===== config.mk =====
export PLATFORM = sky130hd
export DESIGN_NAME = wdog_top
export DESIGN_NICKNAME = d
export VERILOG_FILES = /design/src/rtl/wdog_pkg.sv /design/src/rtl/wdog_ctrl.sv /design/src/rtl/wdog_dp.sv /design/src/rtl/wdog_top.sv
export SDC_FILE = /design/constraint.sdc
export NUM_CORES = 1
export LEC_CHECK = 0
export ABC_AREA = 1
export BUFFER_PORTS_ARGS = -buffer_cell sky130_fd_sc_hd__buf_2
export CAP_MARGIN = 5
export CORE_MARGIN = 2
export CORE_UTILIZATION = 35
export DETAILED_ROUTE_END_ITERATION = 10
export GPL_TIMING_DRIVEN = 1
export PLACE_DENSITY = 0.53
export SYNTH_ARGS = -nofsm -noshare
export SYNTH_HDL_FRONTEND = slang
export SYNTH_SLANG_ARGS = --single-unit

===== constraint.sdc =====
create_clock -name clk -period 3 [get_ports clk]
set_input_delay 0.15 -clock clk [delete_from_list [all_inputs] [get_ports clk]]
set_output_delay 0.15 -clock clk [all_outputs]
set_load 0.05 [all_outputs]

===== src/rtl/wdog_pkg.sv =====
package wdog_pkg;
  localparam int RATE_W = 2;
  localparam int RATES = 1 << RATE_W;
  localparam logic [7:0] KEY_ARM = 8'h55;
  localparam logic [7:0] KEY_FIRE = 8'hAA;

  // Strobes from the control side to the counter datapath
  typedef struct packed {
    logic run;                 // watchdog enabled and initialised
    logic restart;             // completed service pair this cycle
    logic [RATE_W-1:0] rate;   // frozen timeout selector
  } wdStrobe_t;
endpackage


===== src/rtl/wdog_ctrl.sv =====
module wdog_ctrl
  import wdog_pkg::*;
#(
  parameter int ADDR_W = 16,
  parameter logic [ADDR_W-1:0] SVC_ADDR = 16'h103A
) (
  input  logic              clk,
  input  logic              rstN,
  input  logic              cfgDisableN,
  input  logic [RATE_W-1:0] cfgRate,
  input  logic              wrEn,
  input  logic [ADDR_W-1:0] wrAddr,
  input  logic [7:0]        wrData,
  input  logic              expire,
  output wdStrobe_t         strobe,
  output logic              armed
);
  logic loaded;
  logic enabled;
  logic [RATE_W-1:0] rateQ;
  logic svcHit;
  logic armKey;
  logic fireKey;

  assign svcHit  = wrEn && (wrAddr == SVC_ADDR);
  assign armKey  = svcHit && (wrData == KEY_ARM);
  assign fireKey = svcHit && (wrData == KEY_FIRE);

  assign strobe.run     = loaded && enabled;
  assign strobe.restart = loaded && enabled && armed && fireKey;
  assign strobe.rate    = rateQ;

  always_ff @(posedge clk or negedge rstN) begin
    if (!rstN) begin
      loaded  <= 1'b0;
      enabled <= 1'b0;
      rateQ   <= '0;
      armed   <= 1'b0;
    end else begin
      if (!loaded) begin
        loaded  <= 1'b1;
        enabled <= cfgDisableN;
        rateQ   <= cfgRate;
      end
      if (expire) begin
        armed <= 1'b0;
      end else if (strobe.restart) begin
        armed <= 1'b0;
      end else if (strobe.run && armKey) begin
        armed <= 1'b1;
      end
    end
  end
endmodule


===== src/rtl/wdog_dp.sv =====
module wdog_dp
  import wdog_pkg::*;
#(
  parameter int BASE_LOG = 15,
  parameter int STEP_LOG = 2
) (
  input  logic       clk,
  input  logic       rstN,
  input  wdStrobe_t  strobe,
  output logic       expire,
  output logic       rstReq
);
  localparam int CNT_W = BASE_LOG + STEP_LOG * (RATES - 1);
  localparam logic [CNT_W-1:0] ALL_ONES = '1;

  logic [CNT_W-1:0] cnt;
  logic [CNT_W-1:0] lastVal [RATES];

  for (genvar g = 0; g < RATES; g++) begin : g_last
    localparam int LG = BASE_LOG + STEP_LOG * g;
    assign lastVal[g] = ALL_ONES >> (CNT_W - LG);
  end

  assign expire = strobe.run && !strobe.restart && (cnt == lastVal[strobe.rate]);

  always_ff @(posedge clk or negedge rstN) begin
    if (!rstN) begin
      cnt    <= '0;
      rstReq <= 1'b0;
    end else begin
      rstReq <= expire;
      if (!strobe.run || strobe.restart || expire) begin
        cnt <= '0;
      end else begin
        cnt <= cnt + 1'b1;
      end
    end
  end
endmodule


===== src/rtl/wdog_top.sv =====
module wdog_top
  import wdog_pkg::*;
#(
  parameter int ADDR_W = 16,
  parameter logic [ADDR_W-1:0] SVC_ADDR = 16'h103A,
  parameter int BASE_LOG = 15
) (
  input  logic              clk,
  input  logic              rstN,
  input  logic              cfgDisableN,
  input  logic [1:0]        cfgRate,
  input  logic              wrEn,
  input  logic [ADDR_W-1:0] wrAddr,
  input  logic [7:0]        wrData,
  output logic              rstReq,
  output logic              armed
);
  wdStrobe_t strobe;
  logic expire;

  wdog_ctrl #(.ADDR_W(ADDR_W), .SVC_ADDR(SVC_ADDR)) ctrl_i (
    .clk(clk), .rstN(rstN), .cfgDisableN(cfgDisableN), .cfgRate(cfgRate),
    .wrEn(wrEn), .wrAddr(wrAddr), .wrData(wrData), .expire(expire),
    .strobe(strobe), .armed(armed)
  );

  wdog_dp #(.BASE_LOG(BASE_LOG), .STEP_LOG(2)) dp_i (
    .clk(clk), .rstN(rstN), .strobe(strobe), .expire(expire), .rstReq(rstReq)
  );
endmodule


# [After elaboration in Yosys (flattened, before gate mapping)]
# Index checks and enable logic that the tools add are counted.
[classes] n_addsub=1 order_cmp=1 n_eq_ne=4 muxes=7 bitwise_logic=1 n_reduce_logical=14
[ops] cell="2-to-1 mux 21 bit" count=3
[ops] cell="binary-select mux 21 bit (select 2 bit)" count=1
[ops] cell="adder 21 x 1 -> 21 bit, second input constant" count=1
[ops] cell="equality test 21 bit" count=1
[ops] cell="equality test 16 x 13 -> 1 bit, second input constant" count=1
[ops] cell="logical AND 1 bit" count=9
[ops] cell="equality test 8 x 7 -> 1 bit, second input constant" count=1
[ops] cell="equality test 8 bit, second input constant" count=1
[ops] cell="greater-or-equal comparator 3 bit, second input constant" count=1
[ops] cell="2-to-1 mux 1 bit" count=3
[ops] cell="inverter 2 -> 3 bit" count=1
[ops] cell="nonzero test 3 bit" count=1
[ops] cell="logical NOT 1 bit" count=2
[ops] cell="logical OR 1 bit" count=2
[word_totals] regBits=27

# [Depth between registers and ports, before layout]
[depth] depth_word=9 ltp_mapped=10 ltp_nobuf=10

# [Cells and area by module]
# Synthesis repeated with hierarchy kept, for this count alone.
[unflattened] cells_unflattened=231 area_unflattened_um2=1644.1
[by_module_without_submodules] module="wdog_dp" n_inst=1 cells_per_inst=170 area_per_inst_um2=1258.7 seq_area_each_um2=550.5
[by_module_without_submodules] module="wdog_ctrl" n_inst=1 cells_per_inst=61 area_per_inst_um2=385.4 seq_area_each_um2=125.1

# [Worst setup path after synthesis]
# No wires, ideal clock.
[synth_timing] path_type="reg-to-reg" start="register ctrl_i.armed" end="register dp_i.cnt[11]" setup_time_ns=0.120 arrival_ns=1.387 required_ns=2.880 setup_slack_ns=1.493 stages_incl_launch_ff=9 n_path_buf=1 synth_period_minus_slack_ns=1.507 path_cell_list="dfrtp_1 > nand2_1 > nor2_1 > nand4_1 > nor2_1 > nor2_2 > nand2_4 > buf_6 > nor2_1"
[synth_via] elab_chain_cells=7 elab_cells_between_ends=8 cone_classes="mux (1); reduce/logical (7)"
[synth_lines] element="start: declaration" line="wdog_ctrl.sv:16" text="output logic armed"
[synth_lines] element="start signal: assignment" line="wdog_ctrl.sv:38" text="armed <= 1'b0;"
[synth_lines] element="start signal: assignment" line="wdog_ctrl.sv:46" text="armed <= 1'b0;"
[synth_lines] element="start signal: assignment" line="wdog_ctrl.sv:48" text="armed <= 1'b0;"
[synth_lines] element="logical AND 1 bit * (2 in series)" line="wdog_ctrl.sv:30" text="assign strobe.restart = loaded && enabled && armed && fireKey;"
[synth_lines] element="logical NOT 1 bit" line="wdog_dp.sv:24" text="assign expire = strobe.run && !strobe.restart && (cnt == lastVal[strobe.rate]);"
[synth_lines] element="logical AND 1 bit (2 in series)" line="wdog_dp.sv:24"
[synth_lines] element="logical OR 1 bit *" line="wdog_dp.sv:32" text="if (!strobe.run || strobe.restart || expire) begin"
[synth_lines] element="2-to-1 mux 21 bit *" line="wdog_dp.sv:32"
[synth_lines] element="end signal: assignment" line="wdog_dp.sv:35" text="cnt <= cnt + 1'b1;"
[synth_lines] element="end: declaration" line="wdog_dp.sv:16" text="logic [CNT_W-1:0] cnt;"
# Every way passes the cells marked *; elsewhere a longest branch is shown, timed or not.
# A chain may end at the register's enable or synchronous reset.

# [Final worst setup path]
[layout_timing] start="register dp_i.cnt[0]" end="register dp_i.cnt[20]"
[layout_via] elab_chain_cells=4 elab_cells_between_ends=5 cone_classes="add/sub (1); eq/ne (1); mux (1); reduce/logical (2)"
[layout_lines] element="parallel branches: the longest is 3 deep, another holds adder 21 x 1 -> 21 bit"
[layout_lines] element="2-to-1 mux 21 bit *" line="wdog_dp.sv:32"
# Every way passes the cells marked *.

==> summary.md <==
| Metric | Value |
|---|---|
| Dpl cell area | `1840 um2` |
| Tmin final | `~1600 ps` |
| Register area share after synthesis | `41.2%` |
| CP max FO | `18` |
| Unrepaired setup endpoints after global routing | `false` |
| Fin Setup TNS | `0 ps` |
| Power Density | `344 nW/um2` |
| Routability Congestion | `0.796` |
| Hold Fails Final Rpt | `0` |
| Post-synthesis adder-cell area fraction | `0.763%` |
| Worst Setup Start Kind | `register` |
| Initial antenna violation count | `0` |
| Design Power | `654 uW` |
| Asr flop ratio synth | `100%` |
| Leakage power | `0.870 nW` |
| DR vias | `~1.4k` |
| DR WL/cell | `around 10 um` |
| Net count, final | `298` |
| Critical path's top delay family | `simple AND/OR/NAND/NOR gates` |
| Yosys warning count | `0` |
| Crit share post-route | `54.0%` |
| Bufs and invs on worst path | `0` |
| Simple-gate area share of the yosys netlist | `39.6%` |
| Run status | `completed` |
| DRT iter0 DRCs | `76` |
| Mean Syn Cell Area | `7.06 um2` |
| Worst-Margin Slew | `598 ps` |
| Synth-to-Final Area Change | `16.0%` |
| Slew Viols, Final | `0` |
| Worst path most repeated cell | `nand2_2` |
| Via/cell ratio | `between 4 and 5` |
| Die Wd | `72.4 um` |
| Cells after Synth | `232` |
| Critical Path AT | `1780 ps` |
| FILL cells | `495` |
| Worst path required time | `3160 ps` |
| Final Instance Area | `1900 um2` |
| Worst-Skew Late Latency | `270 ps` |
| GRT Total Usage | `13.6%` |
| Ys flop type | `dfrtp_1` |
| Pin count of the biggest net entering global routing | `28` |
| Setup ws final | `1380 ps` |
| Top-area cell type share of the netlist area | `41.2%` |
| Chip height | `72.4 um` |
| Final setup vio count | `0` |
| Final Skew | `4.18 ps` |
| Core footprint | `4440 um2` |
| Multiplexer area fraction after synthesis | `0%` |
| Initial Util | `36.9%` |
| CP max-delay cell | `dfrtp_1` |
| TritonCTS clock tree | `done` |
| Routed Wire Length | `3190 um` |
| Yosys reg bits | `27` |
| Fmax | `618 MHz` |
| Die footprint | `5250 um2` |
| Post-synth top cells | `nand2_1 (56), nor2_1 (54), inv_1 (29)` |
| Peak supply drop | `between 0.1 and 0.15 mV` |
| Root Driver | `clkbuf_8` |
| Largest family of logic cells by synthesized area | `simple AND/OR/NAND/NOR gates` |
| Clock slew at reported path FFs | `100 ps` |
| GRT overflow | `0` |
| Largest incremental delay on the critical path | `390 ps` |
| Clock Path Buffers | `2` |
| Post-Place Cells | `between 300 and 400` |
| Antenna Cells | `0` |
| Final Util | `42.8%` |
| Mapped Area | `roughly 1600 um2` |
| Layout cell share with drive strength beyond 1 | `17.7%` |
| Row cnt | `24` |
| Max_slew headroom | `between 60% and 70%` |
| CP Cell Sequence | `ha_1 > nand2_2 > nor2_4 > nand3_1 > nor2_2 > nand2_2 > nand2_4 > nor2_1` |
| Detailed Place HPWL | `2480 um` |
| Drc violations | `0` |
| Final Hold Slack | `roughly 100 ps` |
| Number of global-route vias before repair | `roughly 1.4k` |
| HP Class | `in2reg` |
| Clk sinks | `27` |
| Synth unique cells | `21` |
| Post-synthesis xor/xnor area fraction | `7.48%` |
| # port buffers | `31` |
| CP endpoint kind | `register` |
| DP Worst Slack | `around 1400 ps` |
| Most instantiated library cell after synthesis | `nand2_1` |
| Drt first pass iters | `4` |
| Max-cap violations | `0` |
| Area leader, netlist | `dfrtp_1` |
| EDFF count, synth | `0` |
| Num ports | `32` |
| Net Count, Synth | `263` |
| Routed Antenna Nets | `0` |
| First-pass GRT wire length | `5800 um` |
| Synth Area in Compound Gates | `between 3 and 4%` |
| Num CTS Buffers | `3` |
| Post-Layout Cell Count | `318` |
| Critical path type | `reg2reg` |
| H-tree levels | `1` |
| Ranking of synthesized cells by area | `dfrtp_1 (41%), nand2_1 (13%), nor2_1 (12%), inv_1 (6.6%), xor2_1 (5.3%)` |
cells by family after synthesis:
group / Yosys count
AND/OR/NAND/NOR: 149
buffers and inverters: 31
flip-flops: 27
XOR/XNOR: 14
AO/OA/AOI/OAI: 9
adder cells (fa/ha/maj): 1
other: 1
power breakdown:
| group | total, mW | internal (mW) | leakage, nW | switching (mW) |
|---|---|---|---|---|
| clock network | 0.214 | 0.0943 | 0.0217 | 0.120 |
| registers | 0.374 | 0.369 | 0.367 | 0.00485 |
| logic | 0.0656 | 0.0266 | 0.482 | 0.0390 |
| total | 0.654 | 0.490 | 0.870 | 0.163 |
state kept, by name, indices dropped and copies added, names as in the netlist:
name and count:
ctrl_i.armed 1, dp_i.rstReq 1, dp_i.cnt 21, ctrl_i.rateQ 2, ctrl_i.enabled 1, ctrl_i.loaded 1
area by class of cell:
cell class | count | area, um2 | share of cell area [%]
well taps | 52 | 65.1 | 3.42
clock inverters | 1 | 7.51 | 0.395
inverters | 29 | 109 | 5.72
repair buffers | 32 | 165 | 8.68
multi-input cells | 174 | 838 | 44.1
clock buffers | 3 | 41.3 | 2.17
flip-flops and latches | 27 | 676 | 35.5
worst paths after layout:
path / endpoint / from / slack (ps) / cells past startpoint
setup reg to reg: dp_i.cnt[20] / dp_i.cnt[0] / 1380 / 8
max in group asynchronous: dp_i.cnt[20] / rstN / 2200 / 2
min in group asynchronous: dp_i.cnt[8] / rstN / 410 / 2
hold / removal: ctrl_i.enabled / cfgDisableN / 100 / 3
setup / recovery: dp_i.cnt[20] / dp_i.cnt[0] / 1380 / 8
hold reg to reg: dp_i.cnt[0] / dp_i.cnt[0] / 480 / 1
placed cells by master, fill, tap and decap left out:
| cell | netlist | final |
|---|---|---|
| clkinvlp_4 | 0 | 1 |
| dfrtp_1 | 27 | 27 |
| nor2_4 | 2 | 2 |
| nor3_1 | 7 | 7 |
| nand4_1 | 3 | 3 |
| o21ai_0 | 3 | 3 |
| dlygate4sd3_1 | 0 | 1 |
| o21bai_1 | 2 | 2 |
| nand3_1 | 17 | 17 |
| nor2_1 | 54 | 54 |
| buf_2 | 0 | 31 |
| nand3_2 | 2 | 2 |
| nand2_2 | 3 | 3 |
| nor2_2 | 4 | 4 |
| xnor2_1 | 4 | 4 |
| ha_1 | 1 | 1 |
| conb_1 | 1 | 1 |
| xor2_1 | 10 | 10 |
| clkbuf_8 | 0 | 3 |
| nand2_1 | 56 | 56 |
| a21oi_1 | 4 | 4 |
| nand2_4 | 1 | 1 |
| inv_1 | 29 | 29 |
timing repair:
item                                   CTS  global route
endpoints found under the hold margin   27             0
gates resized for setup                  0             0
hold buffers                             1             0
setup endpoints to repair                0             0
buffers inserted                         0             0
worst register-to-register path: stages, from the launching register on:
cell and delay (ps):
dfrtp_1 390, ha_1 230, nand2_2 80, nor2_4 170
nand3_1 110, nor2_2 130, nand2_2 110, nand2_4 210
nor2_1 80
routing by layer:
| layer | GRT usage, % | up-vias | share of wire, % |
|---|---|---|---|
| met5 | 0 | - | 0 |
| met1 | 20.3 | 626 | 54 |
| met4 | 3.09 | 0 | 0.47 |
| li1 | - | 776 | - |
| met3 | 2.08 | 2 | 3.6 |
| met2 | 20.9 | 21 | 42 |
No activity file was read; power rests on OpenSTA's default activity.
